<file path="src/rtl/pcseq_pkg.sv">
package pcseq_pkg;
   localparam int INSTR_W    = 13;
   localparam int LIT_W      = 10;
   localparam int PAGE_REG_W = 4;
   localparam int ACC_W      = 8;

   typedef enum logic [2:0] {
      OP_SEQ  = 3'd0,
      OP_CALL = 3'd1,
      OP_JMP  = 3'd2,
      OP_RETL = 3'd3,
      OP_INT  = 3'd4,
      OP_PAGE = 3'd5
   } seq_op_e;

   function automatic logic is_transfer(seq_op_e op);
      return (op == OP_CALL) || (op == OP_JMP) || (op == OP_RETL) || (op == OP_INT);
   endfunction
endpackage

</file>
<file path="src/rtl/pcseq_decode.sv">
module pcseq_decode
   import pcseq_pkg::*;
(
   input  logic [INSTR_W-1:0]    instr,
   output seq_op_e               op,
   output logic [LIT_W-1:0]      lit_addr,
   output logic [ACC_W-1:0]      lit_acc,
   output logic [PAGE_REG_W-1:0] lit_page
);
   always_comb begin
      op = OP_SEQ;
      if (instr[12:10] == 3'b100)             op = OP_CALL;
      else if (instr[12:10] == 3'b101)        op = OP_JMP;
      else if (instr[12:8] == 5'b11100)       op = OP_RETL;
      else if (instr == 13'h1E02)             op = OP_INT;
      else if (instr[12:4] == 9'b1_1110_1000) op = OP_PAGE;
   end

   assign lit_addr = instr[LIT_W-1:0];
   assign lit_acc  = instr[ACC_W-1:0];
   assign lit_page = instr[PAGE_REG_W-1:0];
endmodule

</file>
<file path="src/rtl/pcseq_stack.sv">
module pcseq_stack #(
   parameter int DEPTH  = 8,
   parameter int DATA_W = 12
) (
   input  logic              clk,
   input  logic              rst_n,
   input  logic              push,
   input  logic              pop,
   input  logic [DATA_W-1:0] push_data,
   output logic [DATA_W-1:0] top
);
   localparam int PTR_W = (DEPTH > 1) ? $clog2(DEPTH) : 1;
   localparam bit POW2  = ((1 << PTR_W) == DEPTH);

   logic [DATA_W-1:0] slots [DEPTH];
   logic [PTR_W-1:0]  sp_q, sp_inc, sp_dec;

   generate
      if (DEPTH < 2) begin : g_bad_depth
         $error("pcseq_stack: DEPTH must be at least 2");
      end
      if (POW2) begin : g_wrap_natural
         assign sp_inc = sp_q + PTR_W'(1);
         assign sp_dec = sp_q - PTR_W'(1);
      end else begin : g_wrap_compare
         assign sp_inc = (sp_q == PTR_W'(DEPTH - 1)) ? '0 : sp_q + PTR_W'(1);
         assign sp_dec = (sp_q == '0) ? PTR_W'(DEPTH - 1) : sp_q - PTR_W'(1);
      end
   endgenerate

   always_ff @(posedge clk) begin
      if (!rst_n)    sp_q <= '0;
      else if (push) sp_q <= sp_inc;
      else if (pop)  sp_q <= sp_dec;
   end

   always_ff @(posedge clk) begin
      if (push) slots[sp_q] <= push_data;
   end

   assign top = slots[sp_dec];

   assert_push_pop_excl_R10: assert property (@(posedge clk) disable iff (!rst_n)
      !(push && pop));

   assert_ptr_up_wrap_R10: assert property (@(posedge clk) disable iff (!rst_n)
      push |=> (sp_q == ((32'($past(sp_q)) + 1) % DEPTH)));

   assert_ptr_down_wrap_R10: assert property (@(posedge clk) disable iff (!rst_n)
      pop |=> (sp_q == ((32'($past(sp_q)) + DEPTH - 1) % DEPTH)));

   assert_ptr_reset_R1: assert property (@(posedge clk) disable iff (!rst_n)
      !$past(rst_n) |-> (sp_q == '0));
endmodule

</file>
<file path="src/rtl/pcseq_next.sv">
module pcseq_next
   import pcseq_pkg::*;
#(
   parameter int PC_W    = 12,
   parameter int PAGE_W  = 2,
   parameter int INT_VEC = 1
) (
   input  seq_op_e               op,
   input  logic                  kill,
   input  logic [PC_W-1:0]       pc,
   input  logic [PAGE_REG_W-1:0] page,
   input  logic [LIT_W-1:0]      lit_addr,
   input  logic [PC_W-1:0]       stack_top,
   output logic [PC_W-1:0]       pc_next,
   output logic [PC_W-1:0]       pc_inc,
   output logic                  push,
   output logic                  pop,
   output logic                  page_we
);
   logic [PC_W-1:0] far_target;

   assign pc_inc     = pc + PC_W'(1);
   assign far_target = {page[PAGE_W-1:0], lit_addr};

   always_comb begin
      pc_next = pc_inc;
      if (!kill) begin
         unique case (op)
            OP_CALL, OP_JMP: pc_next = far_target;
            OP_RETL:         pc_next = stack_top;
            OP_INT:          pc_next = PC_W'(INT_VEC);
            default:         pc_next = pc_inc;
         endcase
      end
   end

   assign push    = !kill && ((op == OP_CALL) || (op == OP_INT));
   assign pop     = !kill && (op == OP_RETL);
   assign page_we = !kill && (op == OP_PAGE);
endmodule

</file>
<file path="src/rtl/pc_sequencer.sv">
module pc_sequencer
   import pcseq_pkg::*;
#(
   parameter int PAGE_W      = 2,
   parameter int STACK_DEPTH = 8,
   parameter int INT_VEC     = 1,
   localparam int PC_W       = LIT_W + PAGE_W
) (
   input  logic                  clk,
   input  logic                  rst_n,
   input  logic [INSTR_W-1:0]    instr_i,
   input  logic                  skip_req_i,
   output logic [PC_W-1:0]       pc_o,
   output logic [PAGE_REG_W-1:0] page_o,
   output logic                  kill_o,
   output logic                  acc_we_o,
   output logic [ACC_W-1:0]      acc_data_o
);
   generate
      if (PAGE_W < 1 || PAGE_W > PAGE_REG_W) begin : g_bad_page
         $error("pc_sequencer: PAGE_W must lie in 1..4");
      end
      if (INT_VEC < 0 || INT_VEC >= (1 << PC_W)) begin : g_bad_vec
         $error("pc_sequencer: INT_VEC outside address space");
      end
   endgenerate

   seq_op_e                op;
   logic [LIT_W-1:0]       lit_addr;
   logic [ACC_W-1:0]       lit_acc;
   logic [PAGE_REG_W-1:0]  lit_page;
   logic [PC_W-1:0]        pc_q, pc_next, pc_inc, stack_top;
   logic [PAGE_REG_W-1:0]  page_q;
   logic                   kill_q, push, pop, page_we;

   pcseq_decode u_decode (
      .instr    (instr_i),
      .op       (op),
      .lit_addr (lit_addr),
      .lit_acc  (lit_acc),
      .lit_page (lit_page)
   );

   pcseq_next #(.PC_W(PC_W), .PAGE_W(PAGE_W), .INT_VEC(INT_VEC)) u_next (
      .op        (op),
      .kill      (kill_q),
      .pc        (pc_q),
      .page      (page_q),
      .lit_addr  (lit_addr),
      .stack_top (stack_top),
      .pc_next   (pc_next),
      .pc_inc    (pc_inc),
      .push      (push),
      .pop       (pop),
      .page_we   (page_we)
   );

   pcseq_stack #(.DEPTH(STACK_DEPTH), .DATA_W(PC_W)) u_stack (
      .clk       (clk),
      .rst_n     (rst_n),
      .push      (push),
      .pop       (pop),
      .push_data (pc_inc),
      .top       (stack_top)
   );

   always_ff @(posedge clk) begin
      if (!rst_n) begin
         pc_q   <= '0;
         page_q <= '0;
         kill_q <= 1'b0;
      end else begin
         pc_q   <= pc_next;
         if (page_we) page_q <= lit_page;
         kill_q <= skip_req_i && !kill_q && !is_transfer(op);
      end
   end

   assign pc_o       = pc_q;
   assign page_o     = page_q;
   assign kill_o     = kill_q;
   assign acc_we_o   = pop;
   assign acc_data_o = lit_acc;

   assert_reset_state_R1: assert property (@(posedge clk) disable iff (!rst_n)
      !$past(rst_n) |-> (pc_o == '0 && page_o == '0 && !kill_o));

   assert_jump_target_R3: assert property (@(posedge clk) disable iff (!rst_n)
      (op == OP_JMP && !kill_o) |=>
         (pc_o == {$past(page_o[PAGE_W-1:0]), $past(instr_i[LIT_W-1:0])}));

   assert_return_lands_R5: assert property (@(posedge clk) disable iff (!rst_n)
      acc_we_o |=> (pc_o == $past(stack_top)));

   assert_int_vector_R6: assert property (@(posedge clk) disable iff (!rst_n)
      (op == OP_INT && !kill_o) |=> (pc_o == PC_W'(INT_VEC)));

   assert_kill_inert_R8: assert property (@(posedge clk) disable iff (!rst_n)
      kill_o |=> (pc_o == $past(pc_o) + PC_W'(1) && $stable(page_o)));

   assert_kill_no_acc_R8: assert property (@(posedge clk) disable iff (!rst_n)
      kill_o |-> !acc_we_o);

   assert_no_double_kill_R9: assert property (@(posedge clk) disable iff (!rst_n)
      kill_o |=> !kill_o);
endmodule

</file>
<file path="config.mk">
export PLATFORM = sky130hd
export DESIGN_NAME = pc_sequencer
export DESIGN_NICKNAME = d
export VERILOG_FILES = /design/src/rtl/pcseq_pkg.sv /design/src/rtl/pcseq_decode.sv /design/src/rtl/pcseq_stack.sv /design/src/rtl/pcseq_next.sv /design/src/rtl/pc_sequencer.sv
export SDC_FILE = /design/constraint.sdc
export NUM_CORES = 1
export LEC_CHECK = 0
export CAP_MARGIN = 10
export CORE_MARGIN = 4
export CORE_UTILIZATION = 40
export CTS_CLUSTER_DIAMETER = 100
export DETAILED_ROUTE_END_ITERATION = 12
export DONT_BUFFER_PORTS = 1
export GPL_TIMING_DRIVEN = 0
export PLACE_DENSITY = 0.54
export SYNTH_ARGS = -nofsm -noshare
export SYNTH_HDL_FRONTEND = slang
export SYNTH_SLANG_ARGS = --single-unit
</file>
<file path="constraint.sdc">
create_clock -name clk -period 2.95 [get_ports clk]
set_input_delay 0.295 -clock clk [delete_from_list [all_inputs] [get_ports clk]]
set_output_delay 0.295 -clock clk [all_outputs]
set_load 0.05 [all_outputs]
</file>
# After elaboration in Yosys (flattened, before gate mapping)
# Memories as Yosys holds them, arrays and structs flattened.
# Cells that the tools add are included.
[word_totals]
word_cells = 42
ram_bits = 96
reg_bits = 20
input_bits = 16
memories = 1
[memory_table]
columns = ["name", "depth", "word_bits", "rd", "rd_ports_with_merged_regs", "write_ports", "line_no", "rtl"]
rows = [
  ["u_stack.slots", 8, 12, 1, 0, 1, "pcseq_stack.sv:15", "logic [DATA_W-1:0] slots [DEPTH];"],
]
[op_classes]
n_reduce_logical = 13
n_addsub = 3
muxes = 11
n_eq_ne = 10
[op_table]
columns = ["cell", "count"]
rows = [
  ["12-bit case mux with 3 select lines", 1],
  ["3-bit 2-to-1 mux", 7],
  ["13-bit equality test (second input constant)", 1],
  ["12-bit by 1-bit adder with 12-bit output (second input constant)", 1],
  ["3-bit equality test (second input constant)", 4],
  ["12-bit 2-to-1 mux", 1],
  ["9-bit equality test (second input constant)", 1],
  ["3-bit by 2-bit equality test with 1-bit output (second input constant)", 2],
  ["5-bit equality test (second input constant)", 1],
  ["1-bit logical AND", 5],
  ["1-bit logical OR", 4],
  ["3-bit by 1-bit adder with 3-bit output (second input constant)", 1],
  ["3-bit by 1-bit equality test with 1-bit output (second input constant)", 1],
  ["3-bit by 1-bit subtractor with 3-bit output (second input constant)", 1],
  ["1-bit zero test", 2],
  ["1-bit 2-to-1 mux", 2],
  ["2-bit nonzero test", 1],
  ["2-bit OR reduction", 1],
]

# Longest topological paths before layout
[logic_depth]
word_depth = 12
ltp_mapped = 10
mapped_depth_nobuf = 7

# Modules after synthesis
# From an unflattened synthesis, not the netlist that was laid out.
[hier_totals]
cells_unflattened = 419
area_unflattened_um2 = 5407.7
[modules_own_cells]
columns = ["module", "area_per_inst_um2", "cells_each", "instances"]
rows = [
  ["pcseq_stack", 4036.4, 254, 1],
  ["pcseq_next", 596.8, 87, 1],
  ["pc_sequencer", 516.7, 43, 1],
  ["pcseq_decode", 257.7, 35, 1],
]

# Worst setup path before layout
# OpenSTA, ideal clock, no wires.
[synth_path]
path_type = "in2reg"
startpoint = "input port instr_i[3]"
endpoint = "memory u_stack.slots[1][0], enable pin"
t_required_ps = 2570
arrival_ps = 2271
path_stages = 5
path_slack_ps = 299
path_cell_list = "or4b_4 -> or4_4 -> a21oi_4 -> nand2b_2 -> nor2_1"
[synth_via]
elab_chain_cells = 10
[synth_lines]
columns = ["item", "line_no", "rtl"]
rows = [
  ["start, declared", "pc_sequencer.sv:11", "input logic [INSTR_W-1:0] instr_i,"],
  ["13-bit equality test *", "pcseq_decode.sv:15", "else if (instr == 13'h1E02) op = OP_INT;"],
  ["3-bit 2-to-1 mux *", "pcseq_decode.sv:15", ""],
  ["3-bit 2-to-1 mux *", "pcseq_decode.sv:14", "else if (instr[12:8] == 5'b11100) op = OP_RETL;"],
  ["3-bit 2-to-1 mux *", "pcseq_decode.sv:13", "else if (instr[12:10] == 3'b101) op = OP_JMP;"],
  ["3-bit 2-to-1 mux *", "pcseq_decode.sv:12", "if (instr[12:10] == 3'b100) op = OP_CALL;"],
  ["3-bit by 1-bit equality test with 1-bit output or 3-bit equality test (tied branches)", "pcseq_next.sv:37", "assign push = !kill && ((op == OP_CALL) || (op == OP_INT));"],
  ["1-bit logical OR *", "pcseq_next.sv:37", ""],
  ["1-bit logical AND *", "pcseq_next.sv:37", ""],
  ["1-bit 2-to-1 mux *", "pcseq_stack.sv:38", "if (push) slots[sp_q] <= push_data;"],
  ["1-bit 2-to-1 mux (not written as such) *", "pcseq_stack.sv:38", ""],
  ["end, declared", "pcseq_stack.sv:15", ""],
]
# Every way passes the cells marked *; elsewhere a longest branch is shown, timed or not.

# Worst setup path after layout
[layout_path]
startpoint = "register u_stack.sp_q[1]"
endpoint = "register pc_q[9], in the netlist pc_o[9]"
[layout_via]
elab_chain_cells = 4
[layout_lines]
columns = ["item", "line_no", "rtl"]
rows = [
  ["start, declared", "pcseq_stack.sv:16", "logic [PTR_W-1:0] sp_q, sp_inc, sp_dec;"],
  ["start signal, assigned", "pcseq_stack.sv:33", "else if (push) sp_q <= sp_inc;"],
  ["start signal, assigned", "pcseq_stack.sv:34", "else if (pop) sp_q <= sp_dec;"],
  ["3-bit by 1-bit subtractor with 3-bit output", "pcseq_stack.sv:24", "assign sp_dec = sp_q - PTR_W'(1);"],
  ["memory 8 x 12 bit", "-", ""],
  ["12-bit case mux with 3 select lines", "pcseq_next.sv:28", "unique case (op)"],
  ["12-bit 2-to-1 mux", "pcseq_next.sv:27", "if (!kill) begin"],
  ["end signal, assigned", "pc_sequencer.sv:73", "pc_q <= pc_next;"],
  ["end, declared", "pc_sequencer.sv:32", "logic [PC_W-1:0] pc_q, pc_next, pc_inc, stack_top;"],
]
# Every way passes these cells.
# A chain may end at the register's enable or synchronous reset.

==> impl_metrics.json <==
{
  "outcome": "complete, no violations",
  "clock.fmax_mhz": 362,
  "end_kind": "flip-flop",
  "clock_sinks": 116,
  "n_fill_cell": 1093,
  "fin_skew_ns": 0.00922,
  "power_leakage_nw": 1.93,
  "core_mm2": 0.0122,
  "grt_pass1_vias": 2958,
  "n_antenna_cell": 0,
  "layout_commonest_cell": "edfxtp_1",
  "final-hold-violation-count": 0,
  "boundaryPins": 42,
  "yosysTopAreaCellShare_pct": 57.4,
  "cpMaxStageDelayCell": "clkdlybuf4s15_1",
  "avgRoutedWirePerCell_um": 19.9,
  "clock_latency_ns": 0.41,
  "worstPathRequired_ns": 3.24,
  "synth_area_mm2": 0.00502,
  "setup_viol": 0,
  "grt_pass1_wl_mm": 17.6,
  "start_util_pct": 41.3,
  "vias_per_cell": 5.30,
  "slowest_delay_ns": 0.69,
  "drtAntennaViolNets": 0,
  "drt_iter0_drc": 226,
  "tightestPinTransition_ns": 1.12,
  "area_delta_synth_final_pct": 17.3,
  "seq_area_frac_synth_pct": 65.4,
  "syn_inst": 363,
  "grtUsageTotal_pct": 16.7,
  "num_rows": 40,
  "dieHeight_um": 120,
  "grt_overflow": 0,
  "syn_area_per_cell_um2": 13.8,
  "drv_slew": 0,
  "antenna_found_initial": 0,
  "route.detailed.drc": 0,
  "fin_cells": 567,
  "cp_common_cell": "clkbuf_1",
  "die_area_mm2": 0.0144,
  "synth_edf_count": 96,
  "rsz0062_at_grt": "false",
  "cp-start-kind": "flip-flop",
  "cts-root-buf": "clkbuf_16",
  "layout_common_cells": "96 x edfxtp_1, 49 x mux2i_1, 26 x nand2_1",
  "critPathLaunch": "u_stack.sp_q[1]",
  "clkTransAtPathRegs_ns": 0.06,
  "synth_fp_nets": 382,
  "power_mw": 4.30,
  "numPortBuffers": 0,
  "min_period_ns": 2.76,
  "crit_type": "flip-flop to flip-flop",
  "rr_startpoint": "u_stack.sp_q[1]",
  "grt_max_degree": 17,
  "min_period_over_period_pct": 93.6,
  "numPlacedInstances": 531,
  "yosys-top-cells-area": "edfxtp_1 57%, mux2i_1 9.8%, dfxtp_1 8.0%, a21oi_1 2.4%, nand2_1 1.9%",
  "crit_family": "buffers and inverters",
  "cp_cell_sequence": "clkbuf_1 > inv_1 > ha_1 > clkbuf_1 > clkdlybuf4s15_1 > mux2i_1 > a22oi_1 > a32oi_1 > a21oi_1",
  "cts_buffers": 17,
  "async_flop_share_pct": 0,
  "hp-class": "input port to flip-flop",
  "yosysWarnings": 0,
  "clock_path_buffers": 2,
  "via_count": 3003,
  "hp-start": "skip_req_i",
  "cts_tree": "done",
  "wirelength_mm": 11.3,
  "dr.pass1.iters": 4,
  "pre_cts_ws_ns": -0.278,
  "ys_types": 50,
  "slew_headroom_pct": 24.7,
  "worstPathMaxFanout": 10,
  "postCtsHoldBufs": 0,
  "final_nets": 405,
  "tns_ns": 0,
  "place_congestion": 0.788,
  "htreeDepth": 4,
  "drive_gt1_share_pct": 16.0,
  "die_w_um": 120,
  "yosys.area.top_type": "edfxtp_1",
  "crit_arrival_ns": 3.05,
  "setup_slack_ns": 0.189,
  "synth-main-ff-cell": "edfxtp_1",
  "path_buf_inv": 4,
  "power.density_mw_per_mm2": 730,
  "synth_seq_cells": 116,
  "irDropWorstVdd_mv": 0.520,
  "drv_cap": 0,
  "fin_util_pct": 48.4,
  "dpl.hpwl_mm": 7.79
}
[final timing paths]
| path | end | slack, ns | cells after the start |
|---|---|---|---|
| setup / recovery | pc_o[9] | 0.19 | 9 |
| hold / removal | kill_o | 0.03 | 2 |
| setup reg to reg | pc_o[9] | 0.19 | 9 |
| hold reg to reg | u_stack.sp_q[2] | 0.56 | 2 |
[metal layers]
| metal | wire length (um) | vias to the layer above | track usage [%] |
|---|---|---|---|
| met5 | 0 | - | 0 |
| met4 | 265 | 0 | 7.87 |
| met3 | 452 | 21 | 4.57 |
| met2 | 5660 | 60 | 25.9 |
| met1 | 4900 | 1499 | 21.8 |
| li1 | - | 1423 | - |
[where the power goes]
part | switching [mW] | internal [mW] | leakage (nW)
combinational | 0.214 | 0.112 | 0.594
sequential | 0.0759 | 1.82 | 1.05
clock | 0.716 | 1.37 | 0.291
[cell type report]
| class | instances | area, um^2 | share of cell area, % |
|---|---|---|---|
| Clock buffer | 19 | 453 | 7.69 |
| Multi-Input combinational cell | 214 | 1570 | 26.7 |
| Buffer | 27 | 154 | 2.61 |
| Tap cell | 168 | 210 | 3.57 |
| Clock inverter | 13 | 158 | 2.68 |
| Inverter | 6 | 22.5 | 0.382 |
| Sequential cell | 116 | 3280 | 55.7 |
| Timing Repair Buffer | 4 | 37.5 | 0.637 |
[sequential cells by signal, summed over array words and instances, names as in the netlist]
| register | count |
|---|---|
| kill_o | 1 |
| page_o | 4 |
| pc_o | 12 |
| u_stack.slots | 96 |
| u_stack.sp_q | 3 |
[cell families (layout without fill, tap and decap cells)]
kind of cell | Yosys count | in the layout | synth area share [%]
flip-flops | 116 | 116 | 65.4
AND/OR/NAND/NOR | 79 | 79 | 8.10
adder cells (fa/ha/maj) | 3 | 3 | 0.747
XOR/XNOR | 13 | 13 | 2.27
buffers and inverters | 33 | 69 | 3.34
AO/OA/AOI/OAI | 68 | 68 | 9.52
multiplexers | 51 | 51 | 10.7
[cells in the mapped netlist, types with 2 or more instances]
cell / n
a32oi_1: 10
edfxtp_1: 96
nand2b_1: 4
mux4_2: 2
inv_1: 6
nor3_2: 2
nor3_1: 4
clkbuf_1: 11
nand4b_1: 2
buf_4: 8
xnor2_1: 6
nor2_1: 19
a21boi_1: 2
dfxtp_1: 20
and2_1: 2
nor2b_1: 2
buf_2: 5
nand3_1: 7
buf_1: 2
ha_1: 3
xor2_1: 7
o21ai_0: 9
a22oi_1: 11
a21oi_1: 24
mux2i_1: 49
nand2_1: 26
[repair_timing]
| action | CTS | global route |
|---|---|---|
| hold endpoints to repair | 0 | 0 |
| buffers inserted | 0 | 0 |
| resized for setup | 0 | 7 |
| endpoints found under the setup margin | 0 | 6 |
[per-stage QoR]
step | cell area (um^2) | hold WS, ns
CTS | 5840 | 0.0111
finish | 5890 | 0.0300
detailed placement | 5230 | 0.455
floorplan | 5020 | 0.427
global placement | 5230 | 0.447
global route | 5890 | 0.0308
Power figures use the tool's default switching activity.
